File: src/rtl/ptp_tc_pkg.sv
// Shared constants and types of the precision time clock.
// Assumes: nanoseconds are counted modulo one billion.
package ptp_tc_pkg;
    localparam logic [32:0] NS_PER_SEC = 33'd1_000_000_000;

    typedef struct packed {
        logic [31:0] sec;
        logic [31:0] ns;
    } ptp_time_t;

    typedef enum logic [2:0] {
        A_STAGE_SEC = 3'd0,
        A_STAGE_NS  = 3'd1,
        A_STEP      = 3'd2,
        A_TGT_SEC   = 3'd3,
        A_TGT_NS    = 3'd4,
        A_COMMIT    = 3'd5,
        A_IRQ_EN    = 3'd6
    } cfg_addr_e;
endpackage

File: src/rtl/ptp_time_counter.sv
// Seconds/nanoseconds time base. Adds step_i each cycle, wraps
// nanoseconds at one billion with the remainder carried, and loads a full
// time atomically on load_i. Assumes step_i < 1e9 and the loaded ns < 1e9.
module ptp_time_counter
    import ptp_tc_pkg::*;
#(
    parameter int STEP_W = 8
) (
    input  logic              clk,
    input  logic              rst_n,
    input  logic              load_i,
    input  ptp_time_t         load_time_i,
    input  logic [STEP_W-1:0] step_i,
    output ptp_time_t         time_o,
    output logic              roll_o
);
    ptp_time_t   time_q;
    logic [32:0] sum;
    logic        wrap;

    // Next nanoseconds sum and wrap decision.
    always_comb begin
        sum  = {1'b0, time_q.ns} + {{(33-STEP_W){1'b0}}, step_i};
        wrap = (sum >= NS_PER_SEC);
    end

    // Advance or load the time registers.
    always_ff @(posedge clk) begin
        if (!rst_n) begin
            time_q <= '0;
        end else if (load_i) begin
            time_q <= load_time_i;
        end else begin
            time_q.ns  <= wrap ? 32'(sum - NS_PER_SEC) : sum[31:0];
            time_q.sec <= time_q.sec + {31'd0, wrap};
        end
    end

    assign roll_o = wrap && !load_i;
    assign time_o = time_q;

    AST_NS_IN_RANGE: assert property (@(posedge clk) disable iff (!rst_n)
        !load_i |=> ({1'b0, time_q.ns} < NS_PER_SEC));
    AST_SEC_STEP: assert property (@(posedge clk) disable iff (!rst_n)
        !load_i |=> (time_q.sec == $past(time_q.sec)) ||
                    (time_q.sec == $past(time_q.sec) + 32'd1));
    AST_LOAD_APPLIES: assert property (@(posedge clk) disable iff (!rst_n)
        load_i |=> (time_q == $past(load_time_i)));
endmodule

File: src/rtl/ptp_pps_gen.sv
// Pulse-per-second generator: output high for PPS_CYCLES cycles starting
// with the cycle the new second is visible. Assumes roll_i is one cycle wide.
module ptp_pps_gen #(
    parameter int PPS_CYCLES = 8
) (
    input  logic clk,
    input  logic rst_n,
    input  logic roll_i,
    output logic pps_o
);
    localparam int CW = $clog2(PPS_CYCLES + 1);
    logic [CW-1:0] cnt_q;

    // Reload on rollover, otherwise count the pulse down.
    always_ff @(posedge clk) begin
        if (!rst_n)             cnt_q <= '0;
        else if (roll_i)        cnt_q <= CW'(PPS_CYCLES);
        else if (cnt_q != '0)   cnt_q <= cnt_q - 1'b1;
    end

    assign pps_o = (cnt_q != '0);

    AST_PPS_AFTER_ROLL: assert property (@(posedge clk) disable iff (!rst_n)
        roll_i |=> pps_o);
endmodule

File: src/rtl/ptp_target_cmp.sv
// Target comparator: once armed, sets a sticky flag the first time the
// current time is at or above the target. Arming clears the flag.
// Assumes target words are stable while armed except through arm_i.
module ptp_target_cmp
    import ptp_tc_pkg::*;
(
    input  logic      clk,
    input  logic      rst_n,
    input  logic      arm_i,
    input  ptp_time_t time_i,
    input  ptp_time_t target_i,
    output logic      flag_o
);
    logic armed_q;
    logic flag_q;
    logic reached;

    // Lexicographic compare: seconds in the upper half.
    assign reached = (time_i >= target_i);

    // Arm, detect and hold the flag.
    always_ff @(posedge clk) begin
        if (!rst_n) begin
            armed_q <= 1'b0;
            flag_q  <= 1'b0;
        end else if (arm_i) begin
            armed_q <= 1'b1;
            flag_q  <= 1'b0;
        end else if (armed_q && reached) begin
            armed_q <= 1'b0;
            flag_q  <= 1'b1;
        end
    end

    assign flag_o = flag_q;

    AST_FLAG_STICKY: assert property (@(posedge clk) disable iff (!rst_n)
        flag_q && !arm_i |=> flag_q);
endmodule

File: src/rtl/ptp_ts_capture.sv
// One timestamp capture channel: records time on a strobe, holds it until
// read, and flags strobes lost while unread. Assumes strobes are one cycle.
module ptp_ts_capture
    import ptp_tc_pkg::*;
(
    input  logic      clk,
    input  logic      rst_n,
    input  logic      stb_i,
    input  logic      rd_i,
    input  ptp_time_t time_i,
    output ptp_time_t ts_o,
    output logic      valid_o,
    output logic      ovr_o
);
    ptp_time_t ts_q;
    logic      valid_q;
    logic      ovr_q;

    // Capture, hold, overrun and read-clear.
    always_ff @(posedge clk) begin
        if (!rst_n) begin
            ts_q    <= '0;
            valid_q <= 1'b0;
            ovr_q   <= 1'b0;
        end else if (stb_i && (!valid_q || rd_i)) begin
            ts_q    <= time_i;
            valid_q <= 1'b1;
            ovr_q   <= 1'b0;
        end else if (rd_i) begin
            valid_q <= 1'b0;
            ovr_q   <= 1'b0;
        end else if (stb_i) begin
            ovr_q   <= 1'b1;
        end
    end

    assign ts_o    = ts_q;
    assign valid_o = valid_q;
    assign ovr_o   = ovr_q;

    AST_TS_HELD: assert property (@(posedge clk) disable iff (!rst_n)
        valid_q && !rd_i |=> $stable(ts_q) && valid_q);
    AST_STB_VALID: assert property (@(posedge clk) disable iff (!rst_n)
        stb_i |=> valid_q);
    AST_OVR_NEEDS_VALID: assert property (@(posedge clk) disable iff (!rst_n)
        ovr_q |-> valid_q);
endmodule

File: src/rtl/ptp_time_clock.sv
// Top of the precision time clock: configuration registers, time base,
// pulse-per-second, target interrupt and two capture channels
// (index 0 transmit SFD, index 1 receive complete). Assumes one clock domain.
module ptp_time_clock
    import ptp_tc_pkg::*;
#(
    parameter int STEP_W     = 8,
    parameter int DEF_INC    = 5,
    parameter int PPS_CYCLES = 8
) (
    input  logic        clk,
    input  logic        rst_n,
    input  logic        cfg_we,
    input  logic [2:0]  cfg_addr,
    input  logic [31:0] cfg_wdata,
    input  logic        tx_sfd_stb,
    input  logic        tx_ts_rd,
    input  logic        rx_done_stb,
    input  logic        rx_ts_rd,
    output logic [31:0] now_sec,
    output logic [31:0] now_ns,
    output logic        pps_out,
    output logic        tgt_flag,
    output logic        tgt_irq,
    output logic [31:0] tx_ts_sec,
    output logic [31:0] tx_ts_ns,
    output logic        tx_ts_valid,
    output logic        tx_ts_ovr,
    output logic [31:0] rx_ts_sec,
    output logic [31:0] rx_ts_ns,
    output logic        rx_ts_valid,
    output logic        rx_ts_ovr
);
    localparam int NCH = 2;

    ptp_time_t         stage_q;
    ptp_time_t         target_q;
    logic [STEP_W-1:0] step_q;
    logic              irq_en_q;
    ptp_time_t         cur_time;
    logic              roll;
    logic              commit;
    logic              arm;
    logic              flag;

    logic [NCH-1:0]    ch_stb;
    logic [NCH-1:0]    ch_rd;
    logic [NCH-1:0]    ch_valid;
    logic [NCH-1:0]    ch_ovr;
    ptp_time_t         ch_ts [NCH];

    // Decode the single-cycle command strobes.
    always_comb begin
        commit = cfg_we && (cfg_addr == A_COMMIT);
        arm    = cfg_we && (cfg_addr == A_TGT_NS);
    end

    // Configuration register file.
    always_ff @(posedge clk) begin
        if (!rst_n) begin
            stage_q  <= '0;
            target_q <= '0;
            step_q   <= STEP_W'(DEF_INC);
            irq_en_q <= 1'b0;
        end else if (cfg_we) begin
            case (cfg_addr)
                A_STAGE_SEC: stage_q.sec  <= cfg_wdata;
                A_STAGE_NS:  stage_q.ns   <= cfg_wdata;
                A_STEP:      step_q       <= cfg_wdata[STEP_W-1:0];
                A_TGT_SEC:   target_q.sec <= cfg_wdata;
                A_TGT_NS:    target_q.ns  <= cfg_wdata;
                A_IRQ_EN:    irq_en_q     <= cfg_wdata[0];
                default:     ;
            endcase
        end
    end

    ptp_time_counter #(.STEP_W(STEP_W)) u_counter (
        .clk         (clk),
        .rst_n       (rst_n),
        .load_i      (commit),
        .load_time_i (stage_q),
        .step_i      (step_q),
        .time_o      (cur_time),
        .roll_o      (roll)
    );

    ptp_pps_gen #(.PPS_CYCLES(PPS_CYCLES)) u_pps (
        .clk    (clk),
        .rst_n  (rst_n),
        .roll_i (roll),
        .pps_o  (pps_out)
    );

    ptp_target_cmp u_target (
        .clk      (clk),
        .rst_n    (rst_n),
        .arm_i    (arm),
        .time_i   (cur_time),
        .target_i (target_q),
        .flag_o   (flag)
    );

    assign ch_stb = {rx_done_stb, tx_sfd_stb};
    assign ch_rd  = {rx_ts_rd, tx_ts_rd};

    for (genvar g = 0; g < NCH; g++) begin : g_cap
        ptp_ts_capture u_cap (
            .clk     (clk),
            .rst_n   (rst_n),
            .stb_i   (ch_stb[g]),
            .rd_i    (ch_rd[g]),
            .time_i  (cur_time),
            .ts_o    (ch_ts[g]),
            .valid_o (ch_valid[g]),
            .ovr_o   (ch_ovr[g])
        );
    end

    assign now_sec     = cur_time.sec;
    assign now_ns      = cur_time.ns;
    assign tgt_flag    = flag;
    assign tgt_irq     = flag && irq_en_q;
    assign tx_ts_sec   = ch_ts[0].sec;
    assign tx_ts_ns    = ch_ts[0].ns;
    assign tx_ts_valid = ch_valid[0];
    assign tx_ts_ovr   = ch_ovr[0];
    assign rx_ts_sec   = ch_ts[1].sec;
    assign rx_ts_ns    = ch_ts[1].ns;
    assign rx_ts_valid = ch_valid[1];
    assign rx_ts_ovr   = ch_ovr[1];

    AST_IRQ_NEEDS_FLAG: assert property (@(posedge clk) disable iff (!rst_n)
        tgt_irq |-> tgt_flag);
endmodule

File: config.mk
export PLATFORM = sky130hd
export DESIGN_NAME = ptp_time_clock
export DESIGN_NICKNAME = d
export VERILOG_FILES = /design/src/rtl/ptp_tc_pkg.sv /design/src/rtl/ptp_time_counter.sv /design/src/rtl/ptp_pps_gen.sv /design/src/rtl/ptp_target_cmp.sv /design/src/rtl/ptp_ts_capture.sv /design/src/rtl/ptp_time_clock.sv
export SDC_FILE = /design/constraint.sdc
export NUM_CORES = 1
export LEC_CHECK = 0
export ABC_AREA = 1
export ABC_CLOCK_PERIOD_IN_PS = 13500
export BUFFER_PORTS_ARGS = -buffer_cell sky130_fd_sc_hd__buf_2
export CAP_MARGIN = 20
export CORE_ASPECT_RATIO = 1.25
export CORE_UTILIZATION = 38
export DETAILED_ROUTE_END_ITERATION = 8
export PLACE_DENSITY = 0.61
export SKIP_CTS_REPAIR_TIMING = 1
export SLEW_MARGIN = 30
export SYNTH_ARGS = -nofsm -noshare
export SYNTH_HDL_FRONTEND = slang
export SYNTH_HIERARCHICAL = 1
export SYNTH_SLANG_ARGS = --single-unit
File: constraint.sdc
create_clock -name clk -period 13.5 [get_ports clk]
set_input_delay 2.7 -clock clk [delete_from_list [all_inputs] [get_ports clk]]
set_output_delay 2.7 -clock clk [all_outputs]
set_load 0.05 [all_outputs]
; ---- Yosys cells after proc, flatten, opt, wreduce, memory -nomap -nowiden
; Index checks and enable logic that the tools add are counted.
[op_classes]
addsub = 4
mux = 10
bitwise = 1
n_lt_le_gt_ge = 2
n_reduce_logical = 28
n_eq_ne = 6
[op_table]
columns = cell, n
row1 = 64-bit >= comparator, 1
row2 = 64-bit 2-to-1 mux, 1
row3 = 32-bit by 8-bit adder with 33-bit output, 1
row4 = 33-bit by 30-bit >= comparator with 1-bit output (second input constant), 1
row5 = 32-bit by 1-bit adder with 32-bit output, 1
row6 = 32-bit 2-to-1 mux, 1
row7 = 32-bit by 30-bit subtractor with 32-bit output (second input constant), 1
row8 = 2-bit AND reduction, 6
row9 = 3-bit equality test (second input constant), 3
row10 = 4-bit 2-to-1 mux, 2
row11 = 2-bit nonzero test, 4
row12 = 1-bit logical AND, 7
row13 = 3-bit by 2-bit equality test with 1-bit output (second input constant), 2
row14 = 1-bit 2-to-1 mux, 6
row15 = 3-bit OR reduction, 2
row16 = 4-bit nonzero test, 1
row17 = 2-bit OR reduction, 2
row18 = 4-bit by 1-bit subtractor with 4-bit output (second input constant), 1
row19 = 3-bit by 1-bit equality test with 1-bit output (second input constant), 1
row20 = 1-bit zero test, 3
row21 = 3-bit zero test, 1
row22 = 1-bit logical OR, 2
row23 = 1-bit inverter, 1
[word_totals]
in_bits = 42
output_inout_bits = 199
ff_bits = 339
elab_cells = 71

; ---- Logic depth before layout (Yosys ltp)
; Gate-level depths: netlist of run 1.
[logic_depth]
ltp_word = 5
ltp_mapped = 37
ltp_nobuf = 35

; ---- Cells and area by module
; The synthesis of run 1 kept the hierarchy.
[by_module_without_submodules]
columns = module, area_each_um2, cells_per_inst, instances, seq_area_each_um2
row1 = ptp_ts_capture, 2951.6, 429, 2, 1321.3
row2 = ptp_time_counter, 5838.1, 1057, 1, 1281.2
row3 = ptp_time_clock, 5455.2, 793, 1, 2742.6
row4 = ptp_target_cmp, 1795.5, 289, 1, 40.0
row5 = ptp_pps_gen, 226.5, 29, 1, 80.1

; ---- Least setup slack after synthesis of run 1
; No wires, ideal clock.
[synth_path]
path_type = register -> register
from = reg u_counter.time_q, in the netlist u_counter/time_o[0]
to = reg u_counter.time_q, in the netlist u_counter/time_o[60]
period_less_slack_ps = 5108
arrival_time_ps = 4992
setup_ps = 115
required_ps = 13385
setup_slack_ps = 8392
n_path_buf = 2
path_stages_with_launch = 37
cell_sequence = dfxtp_1 > ha_1 > fa_1 > nand2_1 > nand2_1 > nand3_1 > nand2_2 > nand2_1 > nand2_1 > nand2_1 > nand2_1 > ha_1 > inv_1 > nand2_1 > nand2_1 > nand2_1 > nand2_1 > nand2_1 > nand2_2 > nand2_2 > nand3_2 > buf_6 > buf_6 > ha_1 > ha_1 > nand2_1 > nor2_1 > nand3_1 > nor2_1 > nand3_1 > nor2_1 > nand2_1 > nor3_1 > nand3_1 > xnor2_1 > o21ai_0 > inv_1
[synth_via]
elab_chain_len = 4
[synth_lines]
columns = item, line
row1 = "start, declared", ptp_time_counter.sv:17  ; ptp_time_t time_q;
row2 = "start signal, assigned", ptp_time_counter.sv:32  ; time_q <= load_time_i;
row3 = 32-bit by 8-bit adder with 33-bit output, ptp_time_counter.sv:23  ; sum = {1'b0, time_q.ns} + {{(33-STEP_W){1'b0}}, step_i};
row4 = 33-bit by 30-bit >= comparator with 1-bit output, ptp_time_counter.sv:24  ; wrap = (sum >= NS_PER_SEC);
row5 = 32-bit by 1-bit adder with 32-bit output, ptp_time_counter.sv:35  ; time_q.sec <= time_q.sec + {31'd0, wrap};
row6 = 64-bit 2-to-1 mux, ptp_time_counter.sv:31  ; end else if (load_i) begin
; Every way passes these cells.
; A chain may end at the register's enable or synchronous reset.

; ---- Worst setup path after layout of run 1
; Same ends and word-level chain as after synthesis.

==> summary.txt, run 1 <==
Outcome: finished clean
Mapped Cells: 3,026
Uppermost layer routed: met4
Maximum vdd drop: 0.0000666 V
HP Class: reg -> reg
Die ar.: 0.0515 mm²
RSZ-0062 raised after global routing: no
Clk buf depth: 3
Post-synthesis mux area share: 0%
CP max-delay cell: fa_1
Die X: 203 µm
Synth top area share: 35.3%
Minimum clock period after layout: 5360 ps
Flop2flop setup slack: 8140 ps
Hold EP: u_pps/cnt_q[0]
Clock root cell: clkbuf_16
Worst slew pin tran: 953 ps
Worst-skew pair later-pin latency: 560 ps
Endpoints failing hold: 0
Avg Inst Size Synth: 6.35 µm²
Post-synthesis compound-gate area fraction: 6.41%
Met3 wire length: 3130 µm
1st-iter DRT viols: 1,513
DP HPWL: 46,200 µm
Clock Sinks: 339
Vias: 19,100
Layout overhead on the synthesized area: 13.6%
Setup tns final: 0 ps
Seq/Total Area, Yosys: 35.3%
DIE HEIGHT: 253 µm
Hold Path Depth: 2
Final net count: 3,299
Critical path class: reg -> reg
Main combinational cell family by area after synthesis: simple AND/OR/NAND/NOR gates
Final WS setup: 8140 ps
Data required time at the worst endpoint: 13,950 ps
Xor/xnor share of the synthesized area: 1.50%
DRT antenna net count: 0
# DRC: 0
Core Area: 0.0496 mm²
CTS tree: done
Largest net degree at the start of global routing: 190
Arrival time at the worst endpoint: 5820 ps
GR Overflow Total: 0
Worst slack, placed: 8200 ps
Layout fillers: 5,494
Num rows: 91
Placed instance area: 0.0206 mm²
Via density: 4.95
Final cycle utilization of the critical path: 39.7%
Top cells by area, synth: dfxtp_1 (35%), nand2_1 (13%), nor2_1 (12%), nand3_1 (9.7%), inv_1 (8.0%)
Clock transition at path regs: 60 ps
Syn. warnings: 6
Skew final: 24.0 ps
Met1 WL: 30,100 µm
Min-delay src: u_pps/cnt_q[0]
Met2 wire length: 30,700 µm
Initial Util: 38.7%
Critical Path End Type: flop
Simple-Gate Fraction of Synth Area: 39.0%
Top cell type by total area after synthesis: dfxtp_1
First-pass GRT wire length: 99,800 µm
Critical Path Fanout Max: 7
Maxcap violations: 0
RR Endpoint: u_counter/time_o[60]
Layout cells sized above 1: 12.2%
Worst r2r src: u_counter/time_o[0]
Worst hold margin: 464 ps
R2R depth: 34
Initial antenna violation count: 0
Port-buffer cells: 240
Cell area power density: 130 mW/mm²
Slew Limit Fails: 0
Fmax: 0.186 GHz
RD Place Congestion: 0.981
Most used cell, CP: nand2_1
H-tree depth: 2
Startpoint types: flop
Synth unique cells: 42
FF+latch count, synth: 339
Worst path max stage delay: 480 ps
P_leak: 11.0 nW
Final Instance Area: 0.0218 mm²
Final setup viols: 0
Overall routing resource usage: 25.0%
Synth Area in Adders: 5.12%
Mapped Area: 0.0192 mm²
Vias in the first global route: 17,300
Drt first pass iters: 6
Final WL: 66,000 µm
Syn nets: 3,146
I/O pins: 241
Max_slew headroom: 36.3%
Inserted Clock Buffers: 37
Routed wire per std cell: 17.1 µm
-- routing by layer --
layer	up-vias	global-route usage, %
met4	0	8.55
met1	8759	33.7
met3	102	2.34
li1	9707	-
met5	-	0
met2	496	41.5
-- through the flow --
stage / utilization, % / std cells / power (W)
final: 44.0 / 3855 / 0.00283
after global placement: 41.5 / 3789 / 0.00185
after CTS: 43.8 / 3852 / 0.00285
after floorplan: - / 3026 / 0.00166
after global routing: 44.0 / 3854 / 0.00296
after detailed placement: 41.5 / 3789 / 0.00185
-- logic make-up after synthesis --
kind of cell,Yosys count
compound gates,236
simple gates,1771
fa+ha+maj,78
xor+xnor,33
flops,339
buf+inv,569
-- where the power goes --
group | switching (W) | leakage (nW) | total (W) | internal, W
Sequential | 0.0000787 | 2.77 | 0.00114 | 0.00106
Clock | 0.000435 | 0.572 | 0.000995 | 0.000559
Combinational | 0.000497 | 7.61 | 0.000691 | 0.000194
-- placed cells by master (no fill, tap or decap), types with 8 or more instances in the layout --
master	instances
nand3_2	13
o21ai_0	49
nor2_4	10
nand2_1	669
dfxtp_1	339
a21oi_1	166
nor2_2	18
nand3_1	374
xnor2_1	9
xor2_1	24
buf_2	237
clkbuf_1	9
nor2_1	610
clkbuf_16	38
clkbuf_8	8
inv_1	410
nor3_1	20
nand4_1	23
ha_1	77
nand2_2	12
inv_2	8
buf_4	19
-- critical path: cells and delay by family, from the launching register on --
kind	cells	cell delay, ps
flops	1	350
xor+xnor	1	150
compound gates	1	150
fa+ha+maj	5	1370
buf+inv	2	120
simple gates	25	3100
-- Yosys cell counts, drive strengths merged --
library cell / instances
nor3b: 1
nor3: 22
ha: 77
and2: 1
nand3b: 6
clkbuf: 31
a21o: 2
a21boi: 3
o21bai: 1
clkinv: 3
o21ai: 51
nor4b: 1
nor4: 2
o211ai: 6
dfxtp: 339
nand2: 685
or2: 4
nand4: 24
nor2: 638
inv: 418
fa: 1
buf: 117
o21a: 4
nand3: 387
a21oi: 169
xnor2: 9
xor2: 24
-- registers in the layout, indices dropped and copies added, names as in the netlist --
name                 count
u_target/armed_q         1
step_q                   8
target_q                64
irq_en_q                 1
u_counter/time_o        64
u_target/flag_o          1
g_cap.u_cap/ovr_o        2
g_cap.u_cap/ts_o       128
g_cap.u_cap/valid_o      2
u_pps/cnt_q              4
stage_q                 64
-- layout make-up --
| cell class | count | area, µm² | share of cell area, % |
|---|---|---|---|
| Multi-Input combinational cell | 2118 | 10000 | 46.0 |
| Sequential cell | 339 | 6790 | 31.1 |
| Inverter | 421 | 1580 | 7.24 |
| Timing Repair Buffer | 262 | 1440 | 6.60 |
| Clock buffer | 54 | 1080 | 4.95 |
| Tap cell | 651 | 815 | 3.73 |
| Clock inverter | 9 | 80.1 | 0.367 |
| Antenna cell | 1 | 2.50 | 0.0115 |
-- worst max path at each step --
stage                      endpoint                 from  slack (ps)
2_1_floorplan  u_counter/time_o[60]  u_counter/time_o[0]        8390
3_3_place_gp         u_pps/cnt_q[2]          cfg_addr[1]        8250
3_5_place_dp   u_counter/time_o[60]  u_counter/time_o[0]        8200
4_1_cts        u_counter/time_o[60]  u_counter/time_o[0]        8200
5_1_grt        u_counter/time_o[61]  u_counter/time_o[0]        7610
6_report       u_counter/time_o[60]  u_counter/time_o[0]        8140
Power figures use the tool's default switching activity.
==> run 2, diff against run 1 <==
--- a/config.mk
+++ b/config.mk
@@ -6,13 +6,13 @@
 export NUM_CORES = 1
 export LEC_CHECK = 0
 export ABC_AREA = 1
-export ABC_CLOCK_PERIOD_IN_PS = 13500
+export ABC_CLOCK_PERIOD_IN_PS = 4710
 export BUFFER_PORTS_ARGS = -buffer_cell sky130_fd_sc_hd__buf_2
 export CAP_MARGIN = 20
 export CORE_ASPECT_RATIO = 1.25
 export CORE_UTILIZATION = 38
 export DETAILED_ROUTE_END_ITERATION = 8
-export PLACE_DENSITY = 0.61
+export PLACE_DENSITY = 0.63
 export SKIP_CTS_REPAIR_TIMING = 1
 export SLEW_MARGIN = 30
 export SYNTH_ARGS = -nofsm -noshare
==> constraint.sdc (replaced) <==
create_clock -name clk -period 4.71 [get_ports clk]
set_input_delay 0.942 -clock clk [delete_from_list [all_inputs] [get_ports clk]]
set_output_delay 0.942 -clock clk [all_outputs]
set_load 0.05 [all_outputs]
==> run 2 against run 1 <==
Compared with the run above:
- non-clock buffer count grew 61
- fmax up 23%
- via count up 0.67%
- register-to-register slack worse by 7800 ps
- sequential share of layout area is 0.91 points lower
- global-route usage is 0.17 points higher
- critical endpoint unchanged
- largest power group unchanged
==> summary.txt, run 2 (synthesis gave the netlist of run 1 again) <==
Initial Util: 38.7% (unchanged)
Setup tns final: 0 ps (unchanged)
Routed wire per std cell: 16.9 µm (-1.1%)
# DRC: 0 (unchanged)
Overall routing resource usage: 25.2% (+0.17 points)
RSZ-0062 raised after global routing: no
Diode count: 0 (-1)
Critical Path End Type: flop
DIE HEIGHT: 253 µm (unchanged)
Final WS setup: 347 ps (-7790 ps)
Port-buffer cells: 240 (unchanged)
Core Area: 0.0496 mm² (unchanged)
Final Util: 45.3% (+1.4 points)
Startpoint types: flop
Maxcap violations: 0 (unchanged)
Num rows: 91 (unchanged)
Clk buf depth: 3 (unchanged)
Final setup viols: 0 (unchanged)
Buffer and inverter count on the worst path: 2 (unchanged)
Die ar.: 0.0515 mm² (unchanged)
Final net count: 3,361 (+1.9%)
Skew final: 20.0 ps (-3.97 ps)
Vias in the first global route: 17,500 (+1.5%)
I/O pins: 241 (unchanged)
Critical path class: reg -> reg
Final cycle utilization of the critical path: 92.6% (+53 points)
CTS tree: done
HP Class: reg -> reg
DRT antenna net count: 0 (unchanged)
Initial antenna violation count: 0 (unchanged)
Arrival time at the worst endpoint: 4810 ps (-1010 ps)
Most used cell, CP: nand2_1
Cell area power density: 369 mW/mm² (+180%)
Worst slew pin tran: 1010 ps (+52.0 ps)
Worst-skew pair later-pin latency: 550 ps (about the same)
Commonest non-fill, non-tap cell in the layout: nand2_1
Worst slack, placed: 54.9 ps (-8150 ps)
H-tree depth: 2 (unchanged)
Most frequent cells in the layout: nand2_1 (662), nor2_1 (603), inv_1 (409)
Minimum clock period after layout: 4360 ps (-1000 ps)
Layout overhead on the synthesized area: 17.1%
Outcome: finished clean
Die X: 203 µm (unchanged)
Worst path max stage delay: 370 ps (-110 ps)
Slew Limit Fails: 0 (unchanged)
Fmax: 0.229 GHz (+23%)
Total power: 0.00830 W (+190%)
1st-iter DRT viols: 1,384 (-8.5%)
Maximum vdd drop: 0.000228 V (+240%)
Layout cells sized above 1: 15.2% (+3.0 points)
Largest net degree at the start of global routing: 230 (+21%)
Data required time at the worst endpoint: 5160 ps (-8790 ps)
Critical Path Fanout Max: 6 (-1)
CP max-delay cell: ha_1
Max reg flops: 128 (unchanged)
Vias: 19,200 (+0.67%)
Clock Sinks: 339 (unchanged)
Max_slew headroom: 33.0% (-3.3 points)
Clock root cell: clkbuf_16
Drt first pass iters: 8 (+2)
RD Place Congestion: 0.960 (-2.1%)
Clock transition at path regs: 60 ps (about the same)
First-pass GRT wire length: 100,000 µm (+0.34%)
GR Overflow Total: 0 (unchanged)
Endpoints failing hold: 0 (unchanged)
P_leak: 11.3 nW (+3.2%)
Final WL: 66,400 µm (+0.55%)
Via density: 4.90 (-0.97%)
Crit path max-delay family: simple AND/OR/NAND/NOR gates
Inserted Clock Buffers: 38 (+2.7%)
DP HPWL: 48,400 µm (+4.8%)
run 2: changes by cell type in the layout (fill, tap and decap cells not counted), moves of 5 or more:
cell / delta
buf_4: +64
ha_1: -7
nand2_1: -7
nor2_1: -7
dfxtp_1: -6
dfxtp_2: +6
nand2_2: +6
nor2_2: +6
ha_2: +5
run 2: through the flow:
step / hold slack [ps] / cells / area [µm²]
after floorplan: 444 / 3026 / 19200
after global placement: 450 / 3848 / 21100
after detailed placement: 456 / 3849 / 21100
after CTS: 464 / 3916 / 22400
after global routing: 491 / 3919 / 22500
final: 464 / 3919 / 22500
run 2: area by class of cell:
type	instances	area [µm²]
Sequential cell	339	6790
Clock inverter	14	153
Multi-Input combinational cell	2118	10200
Timing Repair Buffer	323	1870
Clock buffer	53	1100
Tap cell	651	815
Inverter	421	1580
Fill cell	5383	27100
run 2: where the power goes:
part / switching (W) / internal, W / leakage [nW]
registers: 0.000174 / 0.00305 / 2.78
clock network: 0.00125 / 0.00175 / 0.617
logic: 0.00149 / 0.000599 / 7.91
total: 0.00291 / 0.00540 / 11.3
run 2: final timing paths:
check / start / slack, ps / cells past startpoint / end
hold / removal: u_pps/cnt_q[0] / 460 / 2 / u_pps/cnt_q[0]
setup reg to reg: u_counter/time_o[3] / 350 / 28 / u_counter/time_o[60]
setup / recovery: u_counter/time_o[3] / 350 / 28 / u_counter/time_o[60]
hold reg to reg: u_pps/cnt_q[0] / 460 / 2 / u_pps/cnt_q[0]
run 2: worst register-to-register path, delay by kind of cell (launching register included):
| kind | cells | cell delay [ps] |
|---|---|---|
| flops | 1 | 350 |
| fa+ha+maj | 3 | 690 |
| xor+xnor | 1 | 150 |
| compound gates | 1 | 130 |
| simple gates | 21 | 2830 |
| buf+inv | 2 | 120 |
run 2: layer usage:
| layer | wire length [µm] | vias to the layer above | global-route usage (%) |
|---|---|---|---|
| li1 | - | 9851 | - |
| met1 | 28800 | 8657 | 32.1 |
| met2 | 31000 | 557 | 42.2 |
| met3 | 3750 | 127 | 3.28 |
| met4 | 2810 | 0 | 11.0 |
| met5 | 0 | - | 0 |
==> run 3, diff against run 2 <==
--- a/config.mk
+++ b/config.mk
@@ -13,6 +13,7 @@
 export CORE_UTILIZATION = 38
 export DETAILED_ROUTE_END_ITERATION = 8
 export PLACE_DENSITY = 0.63
+export REMOVE_ABC_BUFFERS = 1
 export SKIP_CTS_REPAIR_TIMING = 1
 export SLEW_MARGIN = 30
 export SYNTH_ARGS = -nofsm -noshare
==> run 3 against run 2 <==
Compared with the run above:
- worst setup slack got worse by 23 ps
- clock power rose by 3%
- fmax fell by 0.53%
- final area rose by 0.94%
- cell count rose by 0.43%
- largest power group unchanged
- highest routed layer is now met5
==> summary.txt, run 3 (synthesis gave the netlist of run 1 again) <==
Outcome: finished clean
Critical Path Fanout Max: 3 (-3)
Drt first pass iters: 5 (-3)
Commonest non-fill, non-tap cell in the layout: nand2_1
Max_slew headroom: 38.5% (+5.5 points)
CP max-delay cell: fa_2
GR Overflow Total: 0 (unchanged)
I/O pins: 241 (unchanged)
Minimum clock period after layout: 4390 ps (+23.1 ps)
RR Endpoint: u_counter/time_o[60]
Data required time at the worst endpoint: 5170 ps (about the same)
Max reg flops: 128 (unchanged)
Layout overhead on the synthesized area: 18.2%
H-tree depth: 2 (unchanged)
Final setup viols: 0 (unchanged)
Initial Util: 38.7% (unchanged)
DRT antenna net count: 0 (unchanged)
Final Instance Area: 0.0227 mm² (+0.94%)
Most used cell, CP: nand2_2
Hold Path Depth: 2 (unchanged)
# DRC: 0 (unchanged)
Startpoint types: flop
Skew final: 18.1 ps (-1.86 ps)
Clk buf depth: 3 (unchanged)
Worst-skew pair later-pin latency: 570 ps (+20 ps)
Final WL: 61,900 µm (-6.7%)
Vias in the first global route: 17,400 (-0.48%)
Critical Path End Type: flop
Clock Sinks: 339 (unchanged)
Largest net degree at the start of global routing: 131 (-43%)
Min-delay src: u_pps/cnt_q[0]
RD Place Congestion: 0.956 (-0.43%)
Area occupied by multi-input gates: 0.0102 mm² (about the same)
Clock root cell: clkbuf_16
Layout fillers: 5,360 (-0.43%)
1st-iter DRT viols: 1,166 (-16%)
Hold EP: u_pps/cnt_q[0]
Cell area power density: 369 mW/mm² (about the same)
Fmax: 0.228 GHz (-0.53%)
HP Class: reg -> reg
Num rows: 91 (unchanged)
Critical path class: reg -> reg
Via density: 4.88 (-0.31%)
Diode count: 0 (unchanged)
Inserted Clock Buffers: 38 (unchanged)
Port-buffer cells: 240 (unchanged)
Maxcap violations: 0 (unchanged)
Slew Limit Fails: 0 (unchanged)
Worst hold margin: 466 ps (+2.62 ps)
Routed wire per std cell: 15.7 µm (-7.1%)
CTS tree: done
Placed instance area: 0.0212 mm² (+0.59%)
Die X: 203 µm (unchanged)
Flop2flop setup slack: 320 ps (-20 ps)
Final cycle utilization of the critical path: 93.1% (+0.49 points)
Worst path max stage delay: 410 ps (+40 ps)
Clock transition at path regs: 60 ps (about the same)
Endpoints failing hold: 0 (unchanged)
Final net count: 3,378 (+0.51%)
Initial antenna violation count: 2 (+2)
Arrival time at the worst endpoint: 4850 ps (+40 ps)
DP HPWL: 44,000 µm (-9.2%)
Layout cells sized above 1: 15.8% (+0.56 points)
Worst r2r src: step_q[0]
FF/Latch Area: 0.00679 mm² (-0.11%)
Vias: 19,200 (+0.13%)
First-pass GRT wire length: 96,000 µm (-4.2%)
Core Area: 0.0496 mm² (unchanged)
Die ar.: 0.0515 mm² (unchanged)
Maximum vdd drop: 0.000270 V (+18%)
Worst slew pin tran: 921 ps (-84.6 ps)
Most frequent cells in the layout: nand2_1 (658), nor2_1 (599), inv_1 (409)
DIE HEIGHT: 253 µm (unchanged)
Overall routing resource usage: 23.6% (-1.5 points)
P_leak: 11.4 nW (+1.2%)
R2R depth: 34 (+21%)
## run 3: cell types whose count changed in the layout (fill, tap and decap cells not counted), sizes merged
cell,change
buf,+17
inv,+2
clkinv,-5
clkinvlp,+2
clkbuf,+1
## run 3: metrics by stage
stage / std cells / setup slack (ps) / setup TNS (ps) / utilization [%] / total power (W)
finish: 3936 / 324 / 0 / 45.8 / 0.00838
global route: 3936 / -18.4 / -29.5 / 45.8 / 0.00881
CTS: 3933 / -5.11 / -5.11 / 45.3 / 0.00846
detailed placement: 3866 / 15.9 / 0 / 42.8 / 0.00534
global placement: 3866 / 97.7 / 0 / 42.7 / 0.00532
floorplan: 2878 / -609 / -5300 / - / 0.00465
## run 3: cell type report
cell class,count,area share (%)
Tap cell,651,3.58
Timing Repair Buffer,340,9.01
Sequential cell,339,29.9
Multi-Input combinational cell,2118,44.9
Inverter,421,6.97
Clock buffer,54,4.98
Clock inverter,13,0.655
## run 3: how the worst max path moves through the flow
stage / start / end / slack, ps / cells after the start
after floorplan: u_counter/time_o[0] / u_counter/time_o[60] / -610 / 34
after global placement: step_q[0] / u_counter/time_o[62] / 100 / 34
after detailed placement: step_q[0] / u_counter/time_o[62] / 20 / 34
after CTS: step_q[0] / u_counter/time_o[62] / -5 / 34
after global routing: step_q[0] / u_counter/time_o[63] / -20 / 34
final: step_q[0] / u_counter/time_o[60] / 320 / 34
## run 3: report_power, final
part | internal (W) | total (W) | switching [W]
sequential | 0.00305 | 0.00320 | 0.000153
combinational | 0.000620 | 0.00209 | 0.00147
clock | 0.00180 | 0.00309 | 0.00129
## run 3: routing by layer
| layer | GRT usage, % | routed length [µm] |
|---|---|---|
| met3 | 3.55 | 2800 |
| met5 | 0 | 25 |
| met4 | 9.58 | 2380 |
| met1 | 29.4 | 27000 |
| met2 | 40.5 | 29700 |
## run 3: worst max-delay path: cells and delay by family, from the launching register on
kind	cells	cell delay, ps
and+or+nand+nor	25	2450
AOI/OAI and AO/OA	1	150
adders and majority gates	5	1100
buffers and inverters	2	120
DFF	1	310
xor gates and xnor gates	1	150
